===== src/rtl/pfp_cmp_pkg.sv =====
package pfp_cmp_pkg;
  localparam logic [7:0] OP_EQ  = 8'hB0;
  localparam logic [7:0] OP_GE  = 8'h90;
  localparam logic [7:0] OP_GT  = 8'hA0;
  localparam logic [7:0] OP_MAX = 8'hA4;
  localparam logic [7:0] OP_MIN = 8'h94;

  // relation of destination (a) to source (b); all clear when unordered
  typedef struct packed {
    logic eq;
    logic gt;
    logic lt;
  } rel_t;
endpackage


===== src/rtl/pfp_rst_sync.sv =====
module pfp_rst_sync #(
  parameter int STAGES = 2
) (
  input  logic clk,
  input  logic rst_n,
  output logic rst_n_sync
);
  logic [STAGES-1:0] chain_q;

  always_ff @(posedge clk or negedge rst_n) begin
    if (!rst_n) chain_q <= '0;
    else        chain_q <= {chain_q[STAGES-2:0], 1'b1};
  end

  assign rst_n_sync = chain_q[STAGES-1];
endmodule


===== src/rtl/pfp_lane_rel.sv =====
module pfp_lane_rel
  import pfp_cmp_pkg::*;
#(
  parameter int W     = 32,
  parameter int EXP_W = 8
) (
  input  logic [W-1:0] a,
  input  logic [W-1:0] b,
  output rel_t         rel
);
  localparam int MAN_W = W - 1 - EXP_W;

  logic         a_nan, b_nan, both_zero, a_lt_raw, eq_raw;
  logic [W-2:0] mag_a, mag_b;

  assign mag_a     = a[W-2:0];
  assign mag_b     = b[W-2:0];
  assign a_nan     = (&a[W-2:MAN_W]) && (|a[MAN_W-1:0]);
  assign b_nan     = (&b[W-2:MAN_W]) && (|b[MAN_W-1:0]);
  assign both_zero = (~|mag_a) && (~|mag_b);
  assign eq_raw    = both_zero || (a == b);

  always_comb begin
    if (both_zero)               a_lt_raw = 1'b0;
    else if (a[W-1] != b[W-1])   a_lt_raw = a[W-1];
    else if (!a[W-1])            a_lt_raw = (mag_a < mag_b);
    else                         a_lt_raw = (mag_a > mag_b);
  end

  always_comb begin
    if (a_nan || b_nan) begin
      rel = '0;
    end else begin
      rel.eq = eq_raw;
      rel.lt = a_lt_raw;
      rel.gt = !eq_raw && !a_lt_raw;
    end
  end
endmodule


===== src/rtl/pfp_lane_pick.sv =====
module pfp_lane_pick
  import pfp_cmp_pkg::*;
#(
  parameter int W = 32
) (
  input  logic [7:0]   op,
  input  logic [W-1:0] a,
  input  logic [W-1:0] b,
  input  rel_t         rel,
  output logic [W-1:0] res
);
  always_comb begin
    case (op)
      OP_EQ:   res = {W{rel.eq}};
      OP_GE:   res = {W{rel.eq | rel.gt}};
      OP_GT:   res = {W{rel.gt}};
      OP_MAX:  res = rel.lt ? b : a;
      OP_MIN:  res = rel.gt ? b : a;
      default: res = '0;
    endcase
  end
endmodule


===== src/rtl/pfp_cmp_unit.sv =====
module pfp_cmp_unit
  import pfp_cmp_pkg::*;
#(
  parameter int LANE_W = 32,
  parameter int LANES  = 2,
  parameter int EXP_W  = 8
) (
  input  logic                    clk,
  input  logic                    rst_n,
  input  logic                    in_valid,
  input  logic [7:0]              op_sel,
  input  logic [LANE_W*LANES-1:0] dst_i,
  input  logic [LANE_W*LANES-1:0] src_i,
  output logic                    out_valid,
  output logic [LANE_W*LANES-1:0] result_o
);
  localparam int DW = LANE_W * LANES;

  logic          rst_n_int;
  logic [DW-1:0] lane_res;
  logic [DW-1:0] res_d, res_q;
  logic          vld_d, vld_q;

  pfp_rst_sync #(.STAGES(2)) rst_sync_i (
    .clk        (clk),
    .rst_n      (rst_n),
    .rst_n_sync (rst_n_int)
  );

  for (genvar g = 0; g < LANES; g++) begin : g_lane
    rel_t rel;
    pfp_lane_rel #(.W(LANE_W), .EXP_W(EXP_W)) rel_i (
      .a   (dst_i[g*LANE_W +: LANE_W]),
      .b   (src_i[g*LANE_W +: LANE_W]),
      .rel (rel)
    );
    pfp_lane_pick #(.W(LANE_W)) pick_i (
      .op  (op_sel),
      .a   (dst_i[g*LANE_W +: LANE_W]),
      .b   (src_i[g*LANE_W +: LANE_W]),
      .rel (rel),
      .res (lane_res[g*LANE_W +: LANE_W])
    );
  end

  // next state
  always_comb begin
    vld_d = in_valid;
    res_d = in_valid ? lane_res : res_q;
  end

  // registers
  always_ff @(posedge clk or negedge rst_n_int) begin
    if (!rst_n_int) begin
      vld_q <= 1'b0;
      res_q <= '0;
    end else begin
      vld_q <= vld_d;
      res_q <= res_d;
    end
  end

  assign out_valid = vld_q;
  assign result_o  = res_q;
endmodule


===== config.mk =====
export PLATFORM = sky130hd
export DESIGN_NAME = pfp_cmp_unit
export DESIGN_NICKNAME = d
export VERILOG_FILES = /design/src/rtl/pfp_cmp_pkg.sv /design/src/rtl/pfp_rst_sync.sv /design/src/rtl/pfp_lane_rel.sv /design/src/rtl/pfp_lane_pick.sv /design/src/rtl/pfp_cmp_unit.sv
export SDC_FILE = /design/constraint.sdc
export NUM_CORES = 1
export LEC_CHECK = 0
export CAP_MARGIN = 20
export CORE_ASPECT_RATIO = 1.25
export CORE_MARGIN = 8
export CORE_UTILIZATION = 45
export DETAILED_ROUTE_END_ITERATION = 16
export GPL_ROUTABILITY_DRIVEN = 0
export PLACE_DENSITY = 0.76
export SLEW_MARGIN = 20
export SYNTH_ARGS = -nofsm -noshare
export SYNTH_HDL_FRONTEND = slang
export SYNTH_HIERARCHICAL = 1
export SYNTH_SLANG_ARGS = --single-unit

===== constraint.sdc =====
create_clock -name clk -period 1.99 [get_ports clk]
set_input_delay 0.398 -clock clk [delete_from_list [all_inputs] [get_ports clk]]
set_output_delay 0.398 -clock clk [all_outputs]
set_load 0.02 [all_outputs]

==> run summary, run 1 <==
Final Cell Area = 13300 um2
Synth Area per Inst = 9.75 um2
ranking of synthesized cells by area = dfrtp_1 (23%), mux2i_1 (17%), mux2_4 (12%)
fin nets = 1379
Tot GR Track Use = 0.304
FP Rows = 52
outcome = complete, but fails checks
Most used DFF post-synth = dfrtp_1
CP startpoint kind = input port
die area = 20900 um2
fin crit share = 1.71
DRC Markers = 0
H-tree depth = 3
Cell Int Power = 0.00377 W
detailed-route via count = 8845
Root Buffer = clkbuf_16
leakage power = 6.54 nW
hold buffer count at CTS = 0
final hold slack = 0.232 ns
most frequent cell after synthesis = mux2i_1
DR iter-0 viols = 743
vias in the first global route = 9433
count of different cell masters after synthesis = 57
crit path kind = in2reg
CP required = 2.21 ns
largest net degree at the start of global routing = 66
Final min period = 3.40 ns
crit path DAT = 3.62 ns
Fin. Hold Viols = 0
Die Width = 131 um
Sw Share = 0.335
Max-Cap Viols = 0
Worst Path Max Fanout = 8
Cell Area, Placed = 11300 um2
Setup TNS = -77.39 ns
top cells by count, synth = mux2i_1 (129), nand2_1 (76), dfrtp_1 (67), inv_1 (67), ha_1 (62)
first-pass GRT wire length = 49.6 mm
WL final = 36.4 mm
Final ANT Viol Nets = 0
Core ar. = 16200 um2
syn nets = 964
Final setup viols = 64
Vert. Die Dim = 160 um
Yosys top cell by area = dfrtp_1
setup ws final = -1.41 ns
Clock Latency Late Sink = 0.34 ns
Port Buffers = 203
# IOs = 204
clock power share = 0.321
combinational share of power = 0.434
GR Util met1 = 0.315
Fin Clk Skew = 0.00619 ns
Avg WL per Cell = 25.9 um
Final Max Tran Viols = 0
fillcell total = 816
CTS tree = built
met3 Usage GRT = 0.0616
Reg power frac = 0.245
Hold Path Class = in2async
FFs w/ async S/R, synth = 1.00
FF+latch count, synth = 67
GRT busiest layer = met2
Gate Count Post-Synth = 763
CTS Sinks = 67
dpl ws = -2.04 ns
highest clock rate = 294 MHz
number of flops mapped to enable cells by yosys = 0
initial antenna violation count = 4
Layout Utilization = 0.821
Pre-Repair DR Iteration Count = 6
met2 Use GR = 0.532
RSZ-0062 raised after global routing = yes
Sw Pwr = 0.00190 W
worst vdd ir = 0.000429 V
crit end category = flip-flop
Layout area overhead = 78.8%
clock transition at the registers of the reported paths = 0.06 ns
Power Density = 427 nW/um2
Remaining Overflow, GRT = 0
register area share after synthesis = 0.225
share of cells above drive strength 1 = 0.530
post-detail-place hpwl = 21.4 mm
Synth Cell Area = 7440 um2
synth warn = 6
Initial Util = 0.459
Yosys top cell area share = 0.225
clock buffer count from CTS = 9
clk buf depth = 2
vias per cell = 6.30
failing checks = negative setup slack
critical path, stage by stage:
cell and delay [ns]:
clkdlybuf4s15_2 0.22, buf_4 0.18, nor4_4 0.29, nand2_1 0.22
nor4_4 0.32, nand4_1 0.29, nand4_1 0.28, o31ai_4 0.12
buf_6 0.15, nor2b_2 0.16, o21ai_2 0.19, a21o_4 0.26
buf_12 0.17, nand2_2 0.07, mux2_4 0.28
flip-flops by register name, indices dropped and copies added, names as in the netlist:
signal,cells
result_o,64
rst_sync_i/chain_q,2
out_valid,1
area by class of cell:
type | count | area (um2) | share of cell area
multi-input combinational | 587 | 6580 | 0.495
timing repair buffer | 446 | 4110 | 0.309
sequential | 67 | 1680 | 0.126
inverter | 67 | 319 | 0.0240
tap | 216 | 270 | 0.0203
clock buffer | 10 | 239 | 0.0180
clock inverter | 6 | 88.8 | 0.00668
antenna | 5 | 12.5 | 0.000941
metrics by stage:
stage                     instances  power [W]
after floorplan                 763    0.00239
after global placement         1337    0.00322
after detailed placement       1337    0.00326
after CTS                      1393    0.00544
after global routing           1402    0.00587
final                          1404    0.00567
power groups by stage:
stage	Sequential [W]	Combinational, W	Clock (W)
final	0.00139	0.00246	0.00182
after global routing	0.00139	0.00257	0.00191
after CTS	0.00139	0.00220	0.00185
after detailed placement	0.00141	0.00185	0
after global placement	0.00141	0.00181	0
after floorplan	0.00145	0.000949	0
worst paths after layout:
| path | startpoint | to | slack (ns) | cells after the start |
|---|---|---|---|---|
| min reg2reg | rst_sync_i/chain_q[1] | result_o[6] | 0.30 | 1 |
| max reg2reg | result_o[29] | result_o[29] | 1.16 | 1 |
| max in group asynchronous | rst_sync_i/chain_q[1] | result_o[50] | 1.38 | 1 |
| min | rst_n | rst_sync_i/chain_q[1] | 0.23 | 1 |
| max | dst_i[3] | result_o[29] | -1.41 | 15 |
| min in group clk | rst_sync_i/chain_q[0] | rst_sync_i/chain_q[1] | 0.38 | 0 |
per-layer routing:
| layer | share of wire | wire (um) |
|---|---|---|
| met1 | 0.35 | 12700 |
| met2 | 0.50 | 18100 |
| met3 | 0.081 | 2950 |
| met4 | 0.072 | 2640 |
| met5 | 0.00027 | 10 |
logic make-up after synthesis:
group                      after synthesis  share of synthesized area
AOI/OAI and AO/OA                      134                      0.144
xor gates and xnor gates                 2                    0.00236
muxes                                  193                      0.301
adders and majority gates               62                      0.104
DFF                                     67                      0.225
buffers and inverters                  109                     0.0804
and+or+nand+nor                        195                      0.142
other                                    1                   0.000504
layout by cell type (no fill, tap or decap), types with 7 or more instances in the layout:
cell / instances
inv_1: 28
nor2_1: 15
nor4_2: 10
dlygate4sd2_1: 41
dfrtp_1: 66
clkdlybuf4s50_1: 78
ha_1: 17
clkbuf_16: 10
o22a_1: 60
buf_8: 12
inv_2: 27
nand2_1: 33
buf_4: 195
mux2i_2: 9
nand2_2: 39
inv_4: 7
ha_4: 45
clkdlybuf4s15_2: 9
mux2i_1: 113
buf_12: 22
nor4_4: 10
clkdlybuf4s15_1: 11
nand4_1: 26
mux2i_4: 7
a21oi_1: 11
a21oi_2: 8
clkbuf_2: 15
nor4_1: 11
buf_2: 26
buf_6: 31
mux2_4: 64
timing repair:
| action | 4_1_cts | 5_1_grt |
|---|---|---|
| endpoints found under the setup margin | 64 | 64 |
| resized for setup | 484 | 174 |
| gates cloned | 11 | 1 |
| setup buffers | 31 | 12 |
| pin swaps | 147 | 110 |
No activity file was read; power rests on OpenSTA's default activity.
==> run 2, diff against run 1 <==
--- a/config.mk
+++ b/config.mk
@@ -11,6 +11,7 @@
 export CORE_UTILIZATION = 45
 export DETAILED_ROUTE_END_ITERATION = 16
 export GPL_ROUTABILITY_DRIVEN = 0
+export HOLD_SLACK_MARGIN = 0.06
 export PLACE_DENSITY = 0.76
 export SLEW_MARGIN = 20
 export SYNTH_ARGS = -nofsm -noshare
==> results of run 2 <==
Same layout as run 1: the final DEF is identical, and so are final timing and power.
==> run 3, diff against run 2 <==
--- a/config.mk
+++ b/config.mk
@@ -12,7 +12,8 @@
 export DETAILED_ROUTE_END_ITERATION = 16
 export GPL_ROUTABILITY_DRIVEN = 0
 export HOLD_SLACK_MARGIN = 0.06
-export PLACE_DENSITY = 0.76
+export PLACE_DENSITY_LB_ADDON = 0.05
+export REMOVE_ABC_BUFFERS = 1
 export SLEW_MARGIN = 20
 export SYNTH_ARGS = -nofsm -noshare
 export SYNTH_HDL_FRONTEND = slang
==> run 3 against run 2 <==
Against the previous run:
- highest routed layer is now met4
- final area down 1.5%
- non-clock buffer count down 16
- cell count down 1.4%
- the flow still finishes with violations (negative setup slack)
- critical path depth unchanged
- via count down 4.3%
- register-to-register slack about the same
- combinational power about the same
- sequential share of layout area up 0.19 points
- largest cell class unchanged
- utilization down 1.2 points
- critical path type unchanged
- sequential cell count unchanged
- worst hold slack worse by 0.024 ns
- clock skew up 0.0013 ns
==> run summary, run 3 (synthesis gave the netlist of run 1 again) <==
most common cell after layout, fill and taps aside = buf_4 (unchanged)
post-detail-place hpwl = 20.6 mm (was 21.4 mm)
highest clock rate = 310 MHz (was 294 MHz)
clock buffer count from CTS = 9 (unchanged)
Worst Path Max Fanout = 5 (was 8)
met2 Use GR = 0.530 (was 0.532)
DR iter-0 viols = 589 (was 743)
share of cells above drive strength 1 = 0.531 (was 0.530)
Final ANT Viol Nets = 0 (unchanged)
clock transition at the registers of the reported paths = 0.06 ns (about the same)
Avg WL per Cell = 24.7 um (was 25.9 um)
most frequent cells in the layout = buf_4 (177), mux2i_1 (114), clkdlybuf4s50_1 (78) (was buf_4 (195), mux2i_1 (113), clkdlybuf4s50_1 (78))
Power Density = 416 nW/um2 (was 427 nW/um2)
Fin Clk Skew = 0.00748 ns (was 0.00619 ns)
WL final = 34.2 mm (was 36.4 mm)
CP max-delay cell = dlygate4sd2_1 (was nor4_4)
Tot GR Track Use = 0.296 (was 0.304)
die area = 20900 um2 (unchanged)
worst reg2reg setup slack = 1.15 ns (was 1.16 ns)
Final Max Tran Viols = 0 (unchanged)
Reg2Reg Launch Point = result_o[33] (was result_o[29])
met3 Usage GRT = 0.0560 (was 0.0616)
FP Rows = 52 (unchanged)
CP startpoint kind = input port (unchanged)
H-tree depth = 3 (unchanged)
RSZ-0062 raised after global routing = yes (unchanged)
crit path buf inv count = 3 (was 4)
Vert. Die Dim = 160 um (unchanged)
Initial Util = 0.459 (unchanged)
vias in the first global route = 9178 (was 9433)
Hold Path Class = in2async (unchanged)
Port Buffers = 203 (unchanged)
RR Endpoint = result_o[33] (was result_o[29])
CP peak stage delay = 0.37 ns (was 0.32 ns)
Final min period = 3.23 ns (was 3.40 ns)
GR Util met1 = 0.309 (was 0.315)
worst vdd ir = 0.000358 V (was 0.000429 V)
Worst R2R Path Depth = 1 (unchanged)
Critical path origin = dst_i[38] (was dst_i[3])
CTS Sinks = 67 (unchanged)
Cell Area, Placed = 10900 um2 (was 11300 um2)
clk buf depth = 2 (unchanged)
Remaining Overflow, GRT = 0 (unchanged)
Max-Cap Viols = 0 (unchanged)
outcome = complete, but fails checks (unchanged)
fillcell total = 928 (was 816)
leakage power = 6.45 nW (was 6.54 nW)
DRC Markers = 0 (unchanged)
initial antenna violation count = 2 (was 4)
vias per cell = 6.11 (was 6.30)
GRT busiest layer = met2 (unchanged)
Layout area overhead = 76.1% (was 78.8%)
detailed-route via count = 8468 (was 8845)
CTS tree = built (unchanged)
CP required = 2.22 ns (was 2.21 ns)
hold buffer count at CTS = 0 (unchanged)
Final Cell Area = 13100 um2 (was 13300 um2)
Final setup viols = 64 (unchanged)
crit path cell chain = dlygate4sd2_1, ha_4, a21oi_1, o21ai_1, o21ai_2, a31oi_4, buf_4, o2111ai_2, nand3_2, nor2b_1, o21ai_1, a21o_1, bufbuf_16, nand2_1, mux2_4 (was clkdlybuf4s15_2, buf_4, nor4_4, nand2_1, nor4_4, nand4_1, nand4_1, o31ai_4, buf_6, nor2b_2, o21ai_2, a21o_4, buf_12, nand2_2, mux2_4)
# IOs = 204 (unchanged)
fin nets = 1363 (was 1379)
Clock Latency Late Sink = 0.35 ns (was 0.34 ns)
Core ar. = 16200 um2 (unchanged)
Root Buffer = clkbuf_16 (unchanged)
Pre-Repair DR Iteration Count = 5 (was 6)
Die Width = 131 um (unchanged)
setup ws final = -1.24 ns (was -1.41 ns)
crit path kind = in2reg (unchanged)
crit end category = flip-flop (unchanged)
Setup TNS = -74.60 ns (was -77.39 ns)
failing checks = negative setup slack (unchanged)
Fin. Hold Viols = 0 (unchanged)
critical path's most frequent cell = o21ai_1
fin crit share = 1.62 (was 1.71)
largest net degree at the start of global routing = 66 (unchanged)
max reg flops = 64 (unchanged)
Power Total = 0.00545 W (was 0.00567 W)
first-pass GRT wire length = 48.5 mm (was 49.6 mm)
crit path DAT = 3.46 ns (was 3.62 ns)
cell family with most CP delay = compound AO/OA/AOI/OAI gates (was simple AND/OR/NAND/NOR gates)
## run 3: worst max-delay path by stage
stage                               to  slack (ns)  depth (start not counted)
after detailed placement  result_o[48]       -1.87                         16
after global placement    result_o[48]       -1.80                         16
final                     result_o[52]       -1.24                         15
after floorplan           result_o[17]       -4.38                         13
after global routing      result_o[42]       -1.34                         18
after CTS                 result_o[48]       -1.02                         17
## run 3: cell type report
cell class                      count  area [um2]  area share
Multi-Input combinational cell    587        6610       0.505
Timing Repair Buffer              430        4000       0.305
Sequential cell                    67        1680       0.128
Tap cell                          216         270      0.0206
Clock buffer                       14         264      0.0202
Inverter                           67         264      0.0202
Clock inverter                      2        10.0    0.000764
Antenna cell                        2        5.00    0.000382
## run 3: power breakdown
| part | internal (W) | total, W | switching, W | leakage, nW |
|---|---|---|---|---|
| clock | 0.000911 | 0.00159 | 0.000674 | 0.137 |
| combinational | 0.00128 | 0.00247 | 0.00119 | 5.38 |
| sequential | 0.00138 | 0.00139 | 0.00000987 | 0.927 |
| total | 0.00357 | 0.00545 | 0.00187 | 6.45 |
## run 3: metrics by stage
| stage | hold WS (ns) | instances | setup slack, ns | util |
|---|---|---|---|---|
| after floorplan | 0.102 | 721 | -4.38 | - |
| after global placement | 0.303 | 1316 | -1.80 | 0.675 |
| after detailed placement | 0.325 | 1316 | -1.87 | 0.675 |
| after CTS | 0.202 | 1370 | -1.02 | 0.777 |
| after global routing | 0.210 | 1385 | -1.34 | 0.808 |
| final | 0.208 | 1385 | -1.24 | 0.808 |
## run 3: metal layers
metal | part of all wire | vias to the layer above
met5 | 0 | -
met4 | 0.065 | 0
met3 | 0.067 | 190
met2 | 0.51 | 496
met1 | 0.35 | 4120
li1 | - | 3662
## run 3: what timing repair did
item | 4_1_cts | 5_1_grt
setup endpoints to repair | 64 | 64
pin swaps | 142 | 85
buffers inserted | 31 | 12
cloned | 9 | 3
resized for setup | 524 | 180
